**src/rtl/bfe_pkg.sv**
```systemverilog
package bfe_pkg;
  typedef enum logic {RUN_IDLE = 1'b0, RUN_ACTIVE = 1'b1} run_state_e;

  typedef struct packed {
    logic wide;
    logic fill;
  } mode_t;

  localparam int unsigned RA_MODE    = 0;
  localparam int unsigned RA_MASK    = 1;
  localparam int unsigned RA_COLOUR0 = 2;
  localparam int unsigned OFFSET_LSB = 16;
  localparam int unsigned OFFSET_W   = 2;
endpackage

```
**src/rtl/bfe_cmd_decode.sv**
```systemverilog
module bfe_cmd_decode #(
  parameter int unsigned ADDR_W = 24,
  parameter int unsigned CNT_W  = 11
) (
  input  logic [ADDR_W-1:0] fb_addr,
  input  logic [31:0]       fb_wdata,
  input  logic              wide,
  output logic [ADDR_W-1:0] start_addr,
  output logic [CNT_W-1:0]  count_m1
);
  import bfe_pkg::*;

  logic [OFFSET_W-1:0] offset;
  logic                unused_bits;

  assign offset     = wide ? '0 : fb_wdata[OFFSET_LSB +: OFFSET_W];
  assign start_addr = {fb_addr[ADDR_W-1:2], offset};
  assign count_m1   = fb_wdata[CNT_W-1:0];

  assign unused_bits = ^{fb_addr[1:0], fb_wdata[31:OFFSET_LSB+OFFSET_W],
                         fb_wdata[OFFSET_LSB-1:CNT_W]};
endmodule

```
**src/rtl/bfe_colour_sel.sv**
```systemverilog
module bfe_colour_sel #(
  parameter int unsigned NUM_COLOUR = 8,
  localparam int unsigned IDX_W     = $clog2(NUM_COLOUR),
  localparam int unsigned LOW_W     = IDX_W + 2
) (
  input  logic [NUM_COLOUR-1:0][31:0] colours,
  input  logic [LOW_W-1:0]            addr_low,
  input  logic                        wide,
  output logic [31:0]                 pix_data
);
  logic [7:0]  lane_byte [4];
  logic [31:0] narrow_word;
  logic [31:0] wide_word;

  assign narrow_word = colours[addr_low[2]];
  assign wide_word   = colours[addr_low[2 +: IDX_W]];

  for (genvar l = 0; l < 4; l++) begin : g_lane
    assign lane_byte[l] = narrow_word[8*l +: 8];
  end

  always_comb begin
    if (wide) pix_data = wide_word;
    else      pix_data = {24'h0, lane_byte[addr_low[1:0]]};
  end
endmodule

```
**src/rtl/bfe_run_ctrl.sv**
```systemverilog
module bfe_run_ctrl #(
  parameter int unsigned ADDR_W = 24,
  parameter int unsigned CNT_W  = 11,
  parameter int unsigned MASK_W = 32
) (
  input  logic              clk,
  input  logic              rst_n,
  input  logic              start,
  input  logic [ADDR_W-1:0] start_addr,
  input  logic [CNT_W-1:0]  count_m1,
  input  logic              wide_in,
  input  logic [MASK_W-1:0] mask_in,
  output logic              busy,
  output logic [ADDR_W-1:0] cur_addr,
  output logic              wide,
  output logic              pix_en
);
  import bfe_pkg::*;

  localparam int unsigned IDX_W = $clog2(MASK_W);

  run_state_e        state_q, state_d;
  logic [ADDR_W-1:0] addr_q, addr_d;
  logic [CNT_W-1:0]  rem_q, rem_d;
  logic [IDX_W-1:0]  idx_q, idx_d;
  logic              wide_q, wide_d;
  logic [MASK_W-1:0] mask_q, mask_d;
  logic              upd_en;

  assign upd_en = start | (state_q == RUN_ACTIVE);

  always_comb begin
    state_d = state_q;
    addr_d  = addr_q;
    rem_d   = rem_q;
    idx_d   = idx_q;
    wide_d  = wide_q;
    mask_d  = mask_q;
    case (state_q)
      RUN_IDLE: begin
        if (start) begin
          state_d = RUN_ACTIVE;
          addr_d  = start_addr;
          rem_d   = count_m1;
          idx_d   = '0;
          wide_d  = wide_in;
          mask_d  = mask_in;
        end
      end
      RUN_ACTIVE: begin
        if (rem_q == '0) begin
          state_d = RUN_IDLE;
        end else begin
          addr_d = addr_q + (wide_q ? ADDR_W'(4) : ADDR_W'(1));
          rem_d  = rem_q - 1'b1;
          idx_d  = idx_q + 1'b1;
        end
      end
      default: state_d = RUN_IDLE;
    endcase
  end

  always_ff @(posedge clk or negedge rst_n) begin
    if (!rst_n) begin
      state_q <= RUN_IDLE;
      addr_q  <= '0;
      rem_q   <= '0;
      idx_q   <= '0;
      wide_q  <= 1'b0;
      mask_q  <= '0;
    end else if (upd_en) begin
      state_q <= state_d;
      addr_q  <= addr_d;
      rem_q   <= rem_d;
      idx_q   <= idx_d;
      wide_q  <= wide_d;
      mask_q  <= mask_d;
    end
  end

  assign busy     = (state_q == RUN_ACTIVE);
  assign cur_addr = addr_q;
  assign wide     = wide_q;
  assign pix_en   = busy & mask_q[idx_q];
endmodule

```
**src/rtl/bfe_block_fill.sv**
```systemverilog
module bfe_block_fill #(
  parameter int unsigned ADDR_W     = 24,
  parameter int unsigned MAX_RUN    = 2048,
  parameter int unsigned NUM_COLOUR = 8,
  parameter int unsigned REG_AW     = 4
) (
  input  logic              clk,
  input  logic              rst_n,
  input  logic              reg_we,
  input  logic [REG_AW-1:0] reg_addr,
  input  logic [31:0]       reg_wdata,
  input  logic              fb_we,
  input  logic [ADDR_W-1:0] fb_addr,
  input  logic [31:0]       fb_wdata,
  output logic              fb_ready,
  output logic              busy,
  output logic              pix_we,
  output logic [ADDR_W-1:0] pix_addr,
  output logic [31:0]       pix_data,
  output logic              pix_wide
);
  import bfe_pkg::*;

  localparam int unsigned CNT_W  = $clog2(MAX_RUN);
  localparam int unsigned MASK_W = 32;
  localparam int unsigned LOW_W  = $clog2(NUM_COLOUR) + 2;

  mode_t                       mode_q, mode_d;
  logic [MASK_W-1:0]           mask_q, mask_d;
  logic                        mode_en, mask_en;
  logic [NUM_COLOUR-1:0][31:0] colour_flat;
  logic                        accept;
  logic [ADDR_W-1:0]           start_addr;
  logic [CNT_W-1:0]            count_m1;
  logic                        run_busy;
  logic                        pix_en;

  // Register file
  assign mode_en = reg_we && (reg_addr == REG_AW'(RA_MODE));
  assign mask_en = reg_we && (reg_addr == REG_AW'(RA_MASK));
  assign mode_d  = reg_wdata[1:0];
  assign mask_d  = reg_wdata;

  always_ff @(posedge clk or negedge rst_n) begin
    if (!rst_n)       mode_q <= '0;
    else if (mode_en) mode_q <= mode_d;
  end

  always_ff @(posedge clk or negedge rst_n) begin
    if (!rst_n)       mask_q <= '1;
    else if (mask_en) mask_q <= mask_d;
  end

  for (genvar c = 0; c < NUM_COLOUR; c++) begin : g_col
    logic        col_en;
    logic [31:0] col_q;
    assign col_en = reg_we && (reg_addr == REG_AW'(RA_COLOUR0 + c));
    always_ff @(posedge clk or negedge rst_n) begin
      if (!rst_n)      col_q <= '0;
      else if (col_en) col_q <= reg_wdata;
    end
    assign colour_flat[c] = col_q;
  end

  // Trigger acceptance
  assign fb_ready = ~run_busy;
  assign accept   = fb_we & fb_ready & mode_q.fill;

  bfe_cmd_decode #(.ADDR_W(ADDR_W), .CNT_W(CNT_W)) u_dec (
    .fb_addr    (fb_addr),
    .fb_wdata   (fb_wdata),
    .wide       (mode_q.wide),
    .start_addr (start_addr),
    .count_m1   (count_m1)
  );

  bfe_run_ctrl #(.ADDR_W(ADDR_W), .CNT_W(CNT_W), .MASK_W(MASK_W)) u_run (
    .clk        (clk),
    .rst_n      (rst_n),
    .start      (accept),
    .start_addr (start_addr),
    .count_m1   (count_m1),
    .wide_in    (mode_q.wide),
    .mask_in    (mask_q),
    .busy       (run_busy),
    .cur_addr   (pix_addr),
    .wide       (pix_wide),
    .pix_en     (pix_en)
  );

  bfe_colour_sel #(.NUM_COLOUR(NUM_COLOUR)) u_col (
    .colours  (colour_flat),
    .addr_low (pix_addr[LOW_W-1:0]),
    .wide     (pix_wide),
    .pix_data (pix_data)
  );

  assign busy   = run_busy;
  assign pix_we = pix_en;
endmodule

```
**config.mk**
```make
export PLATFORM = sky130hd
export DESIGN_NAME = bfe_block_fill
export DESIGN_NICKNAME = d
export VERILOG_FILES = /design/src/rtl/bfe_pkg.sv /design/src/rtl/bfe_cmd_decode.sv /design/src/rtl/bfe_colour_sel.sv /design/src/rtl/bfe_run_ctrl.sv /design/src/rtl/bfe_block_fill.sv
export SDC_FILE = /design/constraint.sdc
export NUM_CORES = 1
export LEC_CHECK = 0
export BUFFER_PORTS_ARGS = -buffer_cell sky130_fd_sc_hd__buf_2
export CORE_MARGIN = 2
export CORE_UTILIZATION = 37
export DETAILED_ROUTE_END_ITERATION = 8
export PLACE_DENSITY = 0.65
export SYNTH_ARGS = -nofsm -noshare
export SYNTH_HDL_FRONTEND = slang
export SYNTH_HIERARCHICAL = 1
export SYNTH_SLANG_ARGS = --single-unit
```
**constraint.sdc**
```tcl
create_clock -name clk -period 2.2 [get_ports clk]
set_input_delay 0.22 -clock clk [delete_from_list [all_inputs] [get_ports clk]]
set_output_delay 0.22 -clock clk [all_outputs]
set_load 0.1 [all_outputs]
```
==> impl_results.md <==
- Max-cap violations: 0
- GR met2 Demand/Resource: 0.320
- Mapped Area: 17800 µm²
- Cell Rows: 80
- Share of power burned in combinational logic: 0.524
- H-tree depth: 2
- DRT antenna net count: 0
- Synth Instances: approximately 1300
- Worst-path cell chain: buf_6 > mux4_2 > mux4_2 > mux2i_2 > buf_4 > nor3_4 > buf_12
- Startpoint Class: flip-flop
- Final core occ: 0.478
- DP Wirelength: between 30 and 40 mm
- Vias: 11500
- Period utilization: 1.29
- DRC: 0
- P_leak: between 9 and 10 nW
- Avg Synthesized Cell Area: about 14 µm²
- Syn Nets: between 1000 and 1500
- Die area: 50000 µm²
- Final Hold Fails: 0
- CP arrival: around 2600 ps
- Grt ovf: 0
- Sequential share of power: 0.282
- Largest net degree at the start of global routing: between 60 and 70
- EDFF count, synth: 0
- YS warnings: 6
- Grt met3 use: 0.0304
- Yosys cell types: 63
- Max Slew Vio Count: 0
- Clock power frac: 0.194
- Clock skew: 18.9 ps
- Worst Path Buf+Inv: 3
- Inserted Diodes: 0
- Internal: about 21 mW
- Switch share: 0.418
- GR met1 Demand/Resource: 0.279
- Crit Path Max Fanout: 5
- Commonest register cell after synthesis: dfrtp_1
- CP endpoint kind: output pin
- Routability cong.: ~0.85
- Clk_lat worst skew: 570 ps
- Most Used Layer, Global Route: met2
- Seq/Total Area, Yosys: 0.513
- Chip Height: 224 µm
- FMAX: about 0.35 GHz
- Data required time of the worst path: ~2000 ps
- Final setup TNS: -12050 ps
- Die width: roughly 220 µm
- Root Buffer Master: clkbuf_16
- CP max stage delay: around 500 ps
- First-pass GRT wire length: 75.6 mm
- GRT Resource Usage Total: 0.197
- CTS clk-pin slew, worst paths: around 60 ps
- Unrepaired setup endpoints after global routing: true
- Reg2reg start: u_run/cur_addr[2]$_DFFE_PN0P_
- Dpl ws: -248 ps
- Number of synthesized register bits: about 360
- Area grow syn2layout: 27.7%
- Final setup margin: -630 ps
- Tmin final: roughly 2800 ps
- Starting density of the core: 0.374
- Core Box Area: ~48000 µm²
- DP Area: between 15000 and 20000 µm²
- Rel. slew slack: 0.562
- WL final: just under 50 mm
- Pwr/cell area: 1590 nW/µm²
- Tot Pwr: roughly 36 mW
- Io pins: around 160
- Wirelength per Cell: roughly 23 µm
- Final setup fails: 33
- Number of buffers created by CTS: 41
- Worst hold path type: in2reg
- Fraction of layout cells with a size suffix above 1: 0.553
- WS Path Type: reg2out
- Slew @ Worst Pin: between 600 and 700 ps
- Final #Nets: around 1600
- CTS sink cnt: 364
- Bufs on Longest Clock Path: 3
- TritonCTS clock tree: yes
- Peak VDD IR: roughly 0.0017 V
- Slowest CP cell: mux4_2
- Delay-heaviest family, CP: multiplexers
- Iteration-0 DRC Markers: between 700 and 800
- Asr flop ratio synth: 1.00
- Violated checks: setup timing
- Vias in the first global route: 12200
- Worst hold start: reg_wdata[8]
- Post-route cell area: ~23000 µm²
- Critical path origin: u_run/idx_q[0]$_DFFE_PN0P_
- DRT Pass-1 Iters: 4
- Vias per cell: approximately 5.5
- Status: complete, but fails checks
- Initial antenna violation count: 1
- Most used cell, CP: mux4_2
- Sw Pwr: 15.2 mW
- Number of buffers added on ports: between 100 and 150
[layout make-up]
type	instances	area (µm²)
Inverter	6	28.8
Fill cell	4105	24900
Tap cell	615	769
Timing Repair Buffer	258	2640
Clock buffer	59	1200
Multi-Input combinational cell	796	8760
Sequential cell	364	9180
Clock inverter	17	195
[power by group through the flow]
stage	Combinational [mW]	Sequential (mW)	Clock [mW]
after floorplan	11.0	11.2	0
after global placement	15.7	10.4	0
after detailed placement	15.9	10.5	0
after CTS	18.8	10.2	7.22
after global routing	19.9	10.5	7.49
final	19.0	10.2	7.04
[cell usage after synthesis (all sizes together) (2+ instances only)]
cell / n / area share
a211oi: 15 / 0.0063
a21o: 2 / 0.0013
a21oi: 28 / 0.0079
a221oi: 2 / 0.00098
a22oi: 14 / 0.0059
a311oi: 4 / 0.0020
a31o: 2 / 0.00098
a31oi: 2 / 0.00070
and2: 3 / 0.0011
and3: 7 / 0.0025
and4: 4 / 0.0021
buf: 96 / 0.037
clkbuf: 23 / 0.0049
dfrtp: 332 / 0.47
dfstp: 32 / 0.047
ha: 6 / 0.0042
inv: 6 / 0.0013
mux2: 291 / 0.19
mux2i: 38 / 0.021
mux4: 89 / 0.11
nand2: 125 / 0.026
nand3: 13 / 0.0036
nand3b: 3 / 0.0020
nand4: 10 / 0.0035
nor2: 27 / 0.0057
nor2b: 40 / 0.014
nor3: 12 / 0.0039
nor3b: 2 / 0.0014
nor4: 9 / 0.0032
o211ai: 2 / 0.00084
o21a: 2 / 0.00084
o21ai: 10 / 0.0028
o22ai: 2 / 0.00070
o32ai: 4 / 0.0020
xnor2: 7 / 0.0034
xor2: 8 / 0.0039
[per-stage QoR]
step	cells	hold slack [ps]
2_1_floorplan	1285	-75.6
3_3_place_gp	1977	188
3_5_place_dp	1977	189
4_1_cts	2110	1.73
5_1_grt	2115	29.1
6_report	2115	38.2
[what timing repair did]
action                                  in CTS  in global routing
buffers inserted                            20                 11
cloned                                       3                  0
pin swaps                                    6                 15
hold buffers                                34                  0
endpoints found under the setup margin      33                 47
resized for setup                          163                 39
endpoints found under the hold margin       90                  0
[placed cells by master, fill, tap and decap left out, drive strengths merged, types with 3 or more instances in the layout]
cell	netlist	layout
nor4	9	9
inv	6	6
buf	96	224
xor2	8	8
a21oi	28	28
mux2i	38	38
nor2	27	27
bufinv	0	3
clkinv	0	11
nand2	125	125
o32ai	4	4
a311oi	4	4
nand4	10	10
nor3	12	12
and2	3	3
xnor2	7	7
mux2	291	291
dfrtp	332	332
a211oi	15	15
and3	7	7
ha	6	6
o21ai	10	10
and4	4	4
nand3	13	13
dlygate4sd3	0	34
mux4	89	89
nor2b	40	40
dfstp	32	32
clkinvlp	0	3
nand3b	3	3
clkbuf	23	59
a22oi	14	14
[state kept, by name (all words and copies together) (netlist names)]
| signal | cells |
|---|---|
| mask_q | 32 |
| mode_q | 2 |
| u_run/wide | 1 |
| u_run/mask_q | 32 |
| u_run/cur_addr | 24 |
| u_run/idx_q | 5 |
| g_col.col_q | 256 |
| u_run/busy | 1 |
| u_run/rem_q | 11 |
[cell families after synthesis]
logic type               synth area share
XOR/XNOR                          0.00737
buffers and inverters              0.0430
multiplexers                        0.324
AND/OR/NAND/NOR                    0.0719
AO/OA/AOI/OAI                      0.0366
flip-flops                          0.513
adder cells (fa/ha/maj)           0.00421
[routing by layer]
metal,up-vias,part of all wire
li1,5069,-
met1,6096,0.45
met2,297,0.48
met3,65,0.046
met4,2,0.019
met5,-,0.00027
[path summary, 6_finish.rpt]
check,slack (ps),endpoint,depth (start not counted)
max in group asynchronous,1210,mask_q[9]$_DFFE_PN1P_,3
worst min-delay path,40,g_col[7].col_q[8]$_DFFE_PN0P_,2
worst max register to register,50,u_run/cur_addr[23]$_DFFE_PN0P_,9
worst max-delay path,-630,pix_we,7
min in group asynchronous,190,g_col[7].col_q[2]$_DFFE_PN0P_,2
worst min register to register,470,u_run/mask_q[14]$_DFFE_PN0P_,2
No activity file was read; power rests on OpenSTA's default activity.
